File: src/rtl/pmu_defs_pkg.sv
package pmu_defs_pkg;
    typedef enum logic [1:0] {
        PRIV_USER = 2'd0,
        PRIV_SUP  = 2'd1,
        PRIV_HYP  = 2'd2,
        PRIV_NONE = 2'd3
    } priv_e;

    // Lane indices: lane 0 is the upper half of the counter register.
    localparam int LANE_HI = 0;
    localparam int LANE_LO = 1;
    localparam int LANES   = 2;
endpackage

File: src/rtl/pmu_ctx_gate.sv
module pmu_ctx_gate
    import pmu_defs_pkg::*;
(
    input  logic [1:0] priv_i,
    input  logic       en_user,
    input  logic       en_sup,
    input  logic       en_hyp,
    output logic       ctx_ok
);
    always_comb begin
        case (priv_e'(priv_i))
            PRIV_USER: ctx_ok = en_user;
            PRIV_SUP:  ctx_ok = en_sup;
            PRIV_HYP:  ctx_ok = en_hyp;
            default:   ctx_ok = 1'b0;
        endcase
    end
endmodule

File: src/rtl/pmu_evt_pick.sv
module pmu_evt_pick #(
    parameter int SEL_W   = 8,
    parameter int NUM_EVT = 4
) (
    input  logic [SEL_W-1:0]   code,
    input  logic [NUM_EVT-1:0] evt_i,
    output logic               hit
);
    always_comb begin
        hit = (code == '0);
        for (int k = 0; k < NUM_EVT; k++) begin
            if (code == SEL_W'(k + 1)) hit = evt_i[k];
        end
    end
endmodule

File: src/rtl/pmu_cnt_lane.sv
module pmu_cnt_lane #(
    parameter int CNT_W = 32
) (
    input  logic [CNT_W-1:0] cnt_q,
    input  logic             step,
    input  logic             wr_en,
    input  logic [CNT_W-1:0] wr_val,
    output logic [CNT_W-1:0] cnt_d,
    output logic             wrap
);
    always_comb begin
        wrap  = 1'b0;
        cnt_d = cnt_q;
        if (wr_en) begin
            cnt_d = wr_val;
        end else if (step) begin
            cnt_d = cnt_q + CNT_W'(1);
            wrap  = &cnt_q;
        end
    end
endmodule

File: src/rtl/pmu_dual_ctr.sv
module pmu_dual_ctr
    import pmu_defs_pkg::*;
#(
    parameter int CNT_W    = 32,
    parameter int SEL_W    = 8,
    parameter int NUM_EVT  = 4,
    parameter int HI_SHIFT = 24,
    parameter int LO_SHIFT = 8,
    parameter int OVF_BASE = 4
) (
    input  logic                 clk,
    input  logic                 rst_n,
    input  logic [NUM_EVT-1:0]   evt_i,
    input  logic [1:0]           priv_i,
    input  logic                 reg_wr,
    input  logic                 reg_sel,
    input  logic [1:0]           reg_be,
    input  logic [2*CNT_W-1:0]   reg_wdata,
    output logic [2*CNT_W-1:0]   reg_rdata,
    output logic                 irq_o
);
    localparam int REG_W   = 2 * CNT_W;
    localparam int BIT_USR = 0;
    localparam int BIT_SUP = 1;
    localparam int BIT_HYP = 2;
    localparam int BIT_IRQ = 3;
    localparam logic [SEL_W-1:0] SEL_IDLE = '1;

    typedef struct packed {
        logic [LANES-1:0][CNT_W-1:0] cnt;
        logic [LANES-1:0][SEL_W-1:0] sel;
        logic [LANES-1:0]            ovf;
        logic                        en_u;
        logic                        en_s;
        logic                        en_h;
        logic                        irq_en;
    } st_t;

    st_t st_q, st_d;

    logic                        ctx_ok;
    logic                        ctrl_wr;
    logic [LANES-1:0]            cnt_wr;
    logic [LANES-1:0][CNT_W-1:0] wr_val;
    logic [LANES-1:0]            hit;
    logic [LANES-1:0]            wrap;
    logic [LANES-1:0][CNT_W-1:0] cnt_nxt;
    logic [LANES-1:0]            clr_req;
    logic [REG_W-1:0]            ctrl_img;

    // Lane-to-field placement: upper lane uses HI_SHIFT / data bits above CNT_W
    function automatic int sel_pos(input int lane);
        return (lane == LANE_HI) ? HI_SHIFT : LO_SHIFT;
    endfunction

    function automatic int ovf_pos(input int lane);
        return OVF_BASE + (LANES - 1 - lane);
    endfunction

    assign ctrl_wr = reg_wr & ~reg_sel;

    pmu_ctx_gate u_gate (
        .priv_i  (priv_i),
        .en_user (st_q.en_u),
        .en_sup  (st_q.en_s),
        .en_hyp  (st_q.en_h),
        .ctx_ok  (ctx_ok)
    );

    for (genvar g = 0; g < LANES; g++) begin : g_lane
        localparam int HALF = (g == LANE_HI) ? 1 : 0;

        assign cnt_wr[g]  = reg_wr & reg_sel & reg_be[HALF];
        assign wr_val[g]  = reg_wdata[HALF*CNT_W +: CNT_W];
        assign clr_req[g] = ctrl_wr & reg_wdata[ovf_pos(g)];

        pmu_evt_pick #(
            .SEL_W   (SEL_W),
            .NUM_EVT (NUM_EVT)
        ) u_pick (
            .code  (st_q.sel[g]),
            .evt_i (evt_i),
            .hit   (hit[g])
        );

        pmu_cnt_lane #(
            .CNT_W (CNT_W)
        ) u_cnt (
            .cnt_q  (st_q.cnt[g]),
            .step   (hit[g] & ctx_ok),
            .wr_en  (cnt_wr[g]),
            .wr_val (wr_val[g]),
            .cnt_d  (cnt_nxt[g]),
            .wrap   (wrap[g])
        );
    end

    // Next-state computation
    always_comb begin
        st_d = st_q;
        for (int i = 0; i < LANES; i++) begin
            st_d.cnt[i] = cnt_nxt[i];
            // a wrap in the same cycle wins over a clear
            st_d.ovf[i] = wrap[i] | (st_q.ovf[i] & ~clr_req[i]);
            if (ctrl_wr) st_d.sel[i] = reg_wdata[sel_pos(i) +: SEL_W];
        end
        if (ctrl_wr) begin
            st_d.en_u   = reg_wdata[BIT_USR];
            st_d.en_s   = reg_wdata[BIT_SUP];
            st_d.en_h   = reg_wdata[BIT_HYP];
            st_d.irq_en = reg_wdata[BIT_IRQ];
        end
        if (!rst_n) begin
            st_d        = '0;
            st_d.sel[0] = SEL_IDLE;
            st_d.sel[1] = SEL_IDLE;
        end
    end

    always_ff @(posedge clk) begin
        st_q <= st_d;
    end

    // Read image of the control register
    always_comb begin
        ctrl_img          = '0;
        ctrl_img[BIT_USR] = st_q.en_u;
        ctrl_img[BIT_SUP] = st_q.en_s;
        ctrl_img[BIT_HYP] = st_q.en_h;
        ctrl_img[BIT_IRQ] = st_q.irq_en;
        for (int i = 0; i < LANES; i++) begin
            ctrl_img[ovf_pos(i)]          = st_q.ovf[i];
            ctrl_img[sel_pos(i) +: SEL_W] = st_q.sel[i];
        end
    end

    assign reg_rdata = reg_sel ? {st_q.cnt[LANE_HI], st_q.cnt[LANE_LO]} : ctrl_img;
    assign irq_o     = st_q.irq_en & (|st_q.ovf);

    // Plain views of the state for the bound checker
    logic [CNT_W-1:0] mon_cnt_hi, mon_cnt_lo;
    logic             mon_ovf_hi, mon_ovf_lo, mon_irq_en, mon_any_en;
    assign mon_cnt_hi = st_q.cnt[LANE_HI];
    assign mon_cnt_lo = st_q.cnt[LANE_LO];
    assign mon_ovf_hi = st_q.ovf[LANE_HI];
    assign mon_ovf_lo = st_q.ovf[LANE_LO];
    assign mon_irq_en = st_q.irq_en;
    assign mon_any_en = st_q.en_u | st_q.en_s | st_q.en_h;
endmodule

File: config.mk
export PLATFORM = sky130hd
export DESIGN_NAME = pmu_dual_ctr
export DESIGN_NICKNAME = d
export VERILOG_FILES = /design/src/rtl/pmu_defs_pkg.sv /design/src/rtl/pmu_ctx_gate.sv /design/src/rtl/pmu_evt_pick.sv /design/src/rtl/pmu_cnt_lane.sv /design/src/rtl/pmu_dual_ctr.sv
export SDC_FILE = /design/constraint.sdc
export NUM_CORES = 1
export LEC_CHECK = 0
export ABC_AREA = 1
export BUFFER_PORTS_ARGS = -buffer_cell sky130_fd_sc_hd__clkbuf_2
export CAP_MARGIN = 25
export CORE_MARGIN = 1
export CORE_UTILIZATION = 50
export CTS_BUF_LIST = sky130_fd_sc_hd__clkbuf_16
export CTS_CLUSTER_DIAMETER = 60
export DETAILED_ROUTE_END_ITERATION = 16
export GPL_TIMING_DRIVEN = 0
export PLACE_DENSITY = 0.77
export SYNTH_ARGS = -nofsm -noshare
export SYNTH_HDL_FRONTEND = slang
export SYNTH_SLANG_ARGS = --single-unit
export TNS_END_PERCENT = 5
File: constraint.sdc
create_clock -name clk -period 1.5 [get_ports clk]
set_input_delay 0 -clock clk [delete_from_list [all_inputs] [get_ports clk]]
set_output_delay 0 -clock clk [all_outputs]
set_load 0.03 [all_outputs]
==> parameters.txt <==
Parameter                              Value

STA
  Share of the cycle needed by the critical path after routing ... 1.03
  Timing-limited maximum frequency ... 644 MHz
  Transition time of the tightest slew-check pin ... 0.974 ns
  Setup clock skew after layout ... 0.00937 ns
  Max_slew headroom ... 0.350
  Count of final max-slew check failures ... 0
  Setup Viol. Count Final ... 29
  Min Clock Period, post-route ... 1.55 ns
  Setup tns final ... -0.498 ns
  Final worst-path setup slack ... -0.0520 ns
  Number of hold violations in the final report ... 0
  Setup repair after global routing missed its margin ... true

Cells and area
  Synth-to-Final Area Change ... 40.8%
  Fin util ... 0.727
  Non-filler cells, final ... 1,564
  Most common library cell in the layout ignoring fill and taps ... nand2_1
  Layout cell share with drive strength beyond 1 ... 0.321
  Most frequent cells in the layout ... 399 x nand2_1, 141 x clkbuf_2, 124 x inv_1
  Antenna diode count ... 0
  Final net count ... 1,465

Clock tree
  TritonCTS clock tree ... built
  Count of clock tree sinks ... 86
  Total clock buffers created by CTS ... 9
  Max clock buf depth ... 2
  Clock latency on the worst-skew pair ... 0.35 ns
  Number of levels in the clock H-tree ... 3
  Buffer cell driving the clock tree root ... clkbuf_16
  Clock-pin slew on the worst setup and hold paths ... 0.06 ns

Routing
  Per-cell via count in the routed design ... 5.47
  Length of the first detailed-routing pass in iterations ... 5
  Iteration-0 DRC count of the detailed router ... 904
  Remaining number of nets flagged by the antenna check after routing ... 0
  Average routed wire per standard cell ... 16.3 um
  Number of remaining DRC errors ... 0
  Count of vias placed by the detailed router ... 8,561
  Detailed Route WL ... 25,500 um

Power
  Internal Dissipation ... 3.88 mW
  Combinational Power Share ... 0.196
  Pwr/cell area ... 615 nW/um^2
  Fraction of power consumed by the clock network ... 0.368
  Relative contribution of sequential cells to total power ... 0.436
  Switching Fraction ... 0.315
  Maximum vdd ir drop ... 0.610 mV
  Net Sw Power ... 1.78 mW
  Leak pwr ... 4.12 nW

GRT
  Maximum number of pins on one net before global-route repair ... 14
  Vias in the first global route ... 7,204
  First-pass GRT wire length ... 36,700 um
  Total overflow reported by the global router ... 0
  Number of antenna violations at the first check in global routing ... 0
  Total routing usage reported by global routing ... 0.362

Critical path
  Library cell contributing the largest single delay on the critical path ... dfxtp_4
  Type of the worst setup path ... flip-flop to flip-flop
  Required time of the worst setup path ... 1.78 ns
  Worst Reg-to-Reg Cells ... 8
  Reg2reg end ... mon_cnt_hi[9]
  CP startpoint kind ... flip-flop
  Chain of cells forming the critical path ... nand2_2, nor2_4, nand2_4, nor2_4, buf_4, xor2_1, o21bai_1, a21oi_1
  Crit path max-delay family ... simple AND/OR/NAND/NOR gates
  Worst path buffer plus inverter count ... 1
  Worst path arrival time ... 1.83 ns
  Critical register-to-register path startpoint ... mon_cnt_hi[1]
  CP dominant cell by count ... nor2_4
  Crit-path max cell delay ... 0.37 ns
  Type of destination of the critical path ... flip-flop
  Register-to-register path setup slack ... -0.05 ns
  Critical Path Fanout Max ... 5

Placed design
  HPWL Detailed ... 17,600 um
  Count of buffers from port buffering ... 140
  Placed Instances ... 1,464
  Final weighted congestion of routability-driven global placement ... 0.959

Logic synthesis
  Most used DFF post-synth ... dfxtp_1
  Number of instances in the synthesized netlist ... 1,152
  Per-instance average area after synthesis ... 5.68 sq um
  Share of synthesized registers carrying an async set or reset ... 0
  Count of different cell masters after synthesis ... 36
  Area of the mapped netlist ... 6540 sq um
  Sequential element share of the synthesized area ... 0.263
  EDFF count, synth ... 0
  Number of flip-flops and latches in the synthesized netlist ... 86
  Yosys synthesis warning count ... 0
  Post-synth net total ... 1,230

Die
  Die outline height ... 116 um
  Num ports ... 141
  Effective utilization at floorplan ... 0.516
  Placement row count ... 41
  Width of the chip ... 116 um
  Floorplan die area ... 13,500 sq um
  Core box area ... 12,700 sq um

Flow run
  Maxcap violations ... 0

Worst hold path
  Worst hold path startpoint ... reg_wdata[7]
  Path type of the worst min-delay path ... input pin to flip-flop
  Number of cells traversed by the worst hold path ... 5
  Hold Path Sink ... mon_cnt_lo[7]

Run status
  Failing checks ... setup timing
  Outcome ... complete, but fails checks
==> worst reg2reg max path, delay by kind of cell (launching register included) <==
kind,cells,cell delay [ns]
xor+xnor,1,0.17
flops,1,0.37
compound gates,2,0.22
simple gates,4,0.58
buf+inv,1,0.14
==> area by class of cell <==
cell class	instances	area (sq um)
clock buffer	9	225
tap	172	215
multi-input combinational	891	4610
clock inverter	7	35.0
sequential	86	1830
inverter	133	507
timing repair buffer	223	1530
fill	1097	3460
buffer	43	253
==> logic make-up (layout without fill, tap and decap cells) <==
family                   count (synthesis)  in the layout  share of synthesized area
XOR/XNOR                                17             17                     0.0228
multiplexers                             2              2                    0.00306
AO/OA/AOI/OAI                          131            131                      0.109
adder cells (fa/ha/maj)                  2              2                    0.00382
flip-flops                              86             86                      0.263
AND/OR/NAND/NOR                        738            739                      0.489
buffers and inverters                  176            415                      0.109
==> through the flow <==
stage / hold WS, ns / instance area, sq um / setup slack [ns] / total power [mW]
4_1_cts: 0.00209 / 8640 / -0.0654 / 5.58
2_1_floorplan: 0.126 / 6550 / 0.0248 / 3.03
5_1_grt: 0.0284 / 9210 / -0.149 / 5.82
3_5_place_dp: 0.250 / 7470 / -0.289 / 3.39
6_report: 0.000986 / 9210 / -0.0520 / 5.66
3_3_place_gp: 0.260 / 7470 / -0.269 / 3.38
==> per-layer routing <==
metal	vias up	wire, um	GRT usage
met4	0	689	0.107
li1	4071	-	-
met2	520	11000	0.538
met3	61	2730	0.0716
met1	3909	11000	0.524
met5	-	0	0
==> power groups by stage <==
stage	logic, mW	clock network, mW	registers, mW
6_report	1.11	2.08	2.47
3_3_place_gp	0.873	0	2.51
2_1_floorplan	0.550	0	2.48
4_1_cts	1.02	2.09	2.47
5_1_grt	1.19	2.15	2.48
3_5_place_dp	0.882	0	2.51
==> sequential cells by signal, summed over array words and instances (netlist names) <==
signal,flops
ctrl_img,21
mon_cnt_hi,32
mon_cnt_lo,32
mon_irq_en,1
==> worst max path at each step <==
| stage | start | to | cells past startpoint |
|---|---|---|---|
| finish | mon_cnt_hi[1] | mon_cnt_hi[9] | 8 |
| global route | mon_cnt_hi[2] | mon_cnt_hi[9] | 8 |
| CTS | ctrl_img[11] | mon_cnt_lo[0] | 10 |
| detailed placement | mon_cnt_hi[0] | ctrl_img[5] | 9 |
| global placement | mon_cnt_hi[0] | ctrl_img[5] | 9 |
| floorplan | mon_cnt_lo[0] | mon_cnt_lo[16] | 10 |
==> Yosys cell counts (2+ instances only) <==
| library cell | n | area [sq um] |
|---|---|---|
| nor2_2 | 16 | 100 |
| xor2_1 | 11 | 96.3 |
| a21oi_2 | 5 | 43.8 |
| o21bai_1 | 2 | 15.0 |
| xnor2_1 | 6 | 52.6 |
| buf_4 | 2 | 15.0 |
| nand4_1 | 5 | 31.3 |
| dfxtp_1 | 86 | 1720 |
| nand3b_1 | 8 | 60.1 |
| o211ai_1 | 10 | 75.1 |
| o21ai_0 | 52 | 260 |
| inv_1 | 130 | 488 |
| buf_6 | 2 | 22.5 |
| nor2_1 | 136 | 510 |
| nand3_1 | 93 | 465 |
| nor3_2 | 2 | 20.0 |
| clkbuf_1 | 20 | 75.1 |
| a21o_1 | 2 | 15.0 |
| or2_2 | 16 | 100 |
| buf_1 | 5 | 18.8 |
| nand3_2 | 10 | 100 |
| nor2_4 | 8 | 90.1 |
| inv_2 | 3 | 11.3 |
| a21oi_1 | 54 | 270 |
| mux2i_1 | 2 | 20.0 |
| nor3_1 | 7 | 35.0 |
| o21ai_1 | 4 | 20.0 |
| nand2_1 | 424 | 1590 |
| nand2_2 | 11 | 68.8 |
| buf_2 | 13 | 65.1 |
| ha_1 | 2 | 25.0 |
==> what timing repair did <==
action,CTS,global route
gates cloned,1,3
gates resized for setup,99,135
pin swaps,22,36
setup endpoints to repair,64,72
setup buffers,17,21
endpoints found under the hold margin,50,0
hold buffers,42,0
No activity file was read; power rests on OpenSTA's default activity.
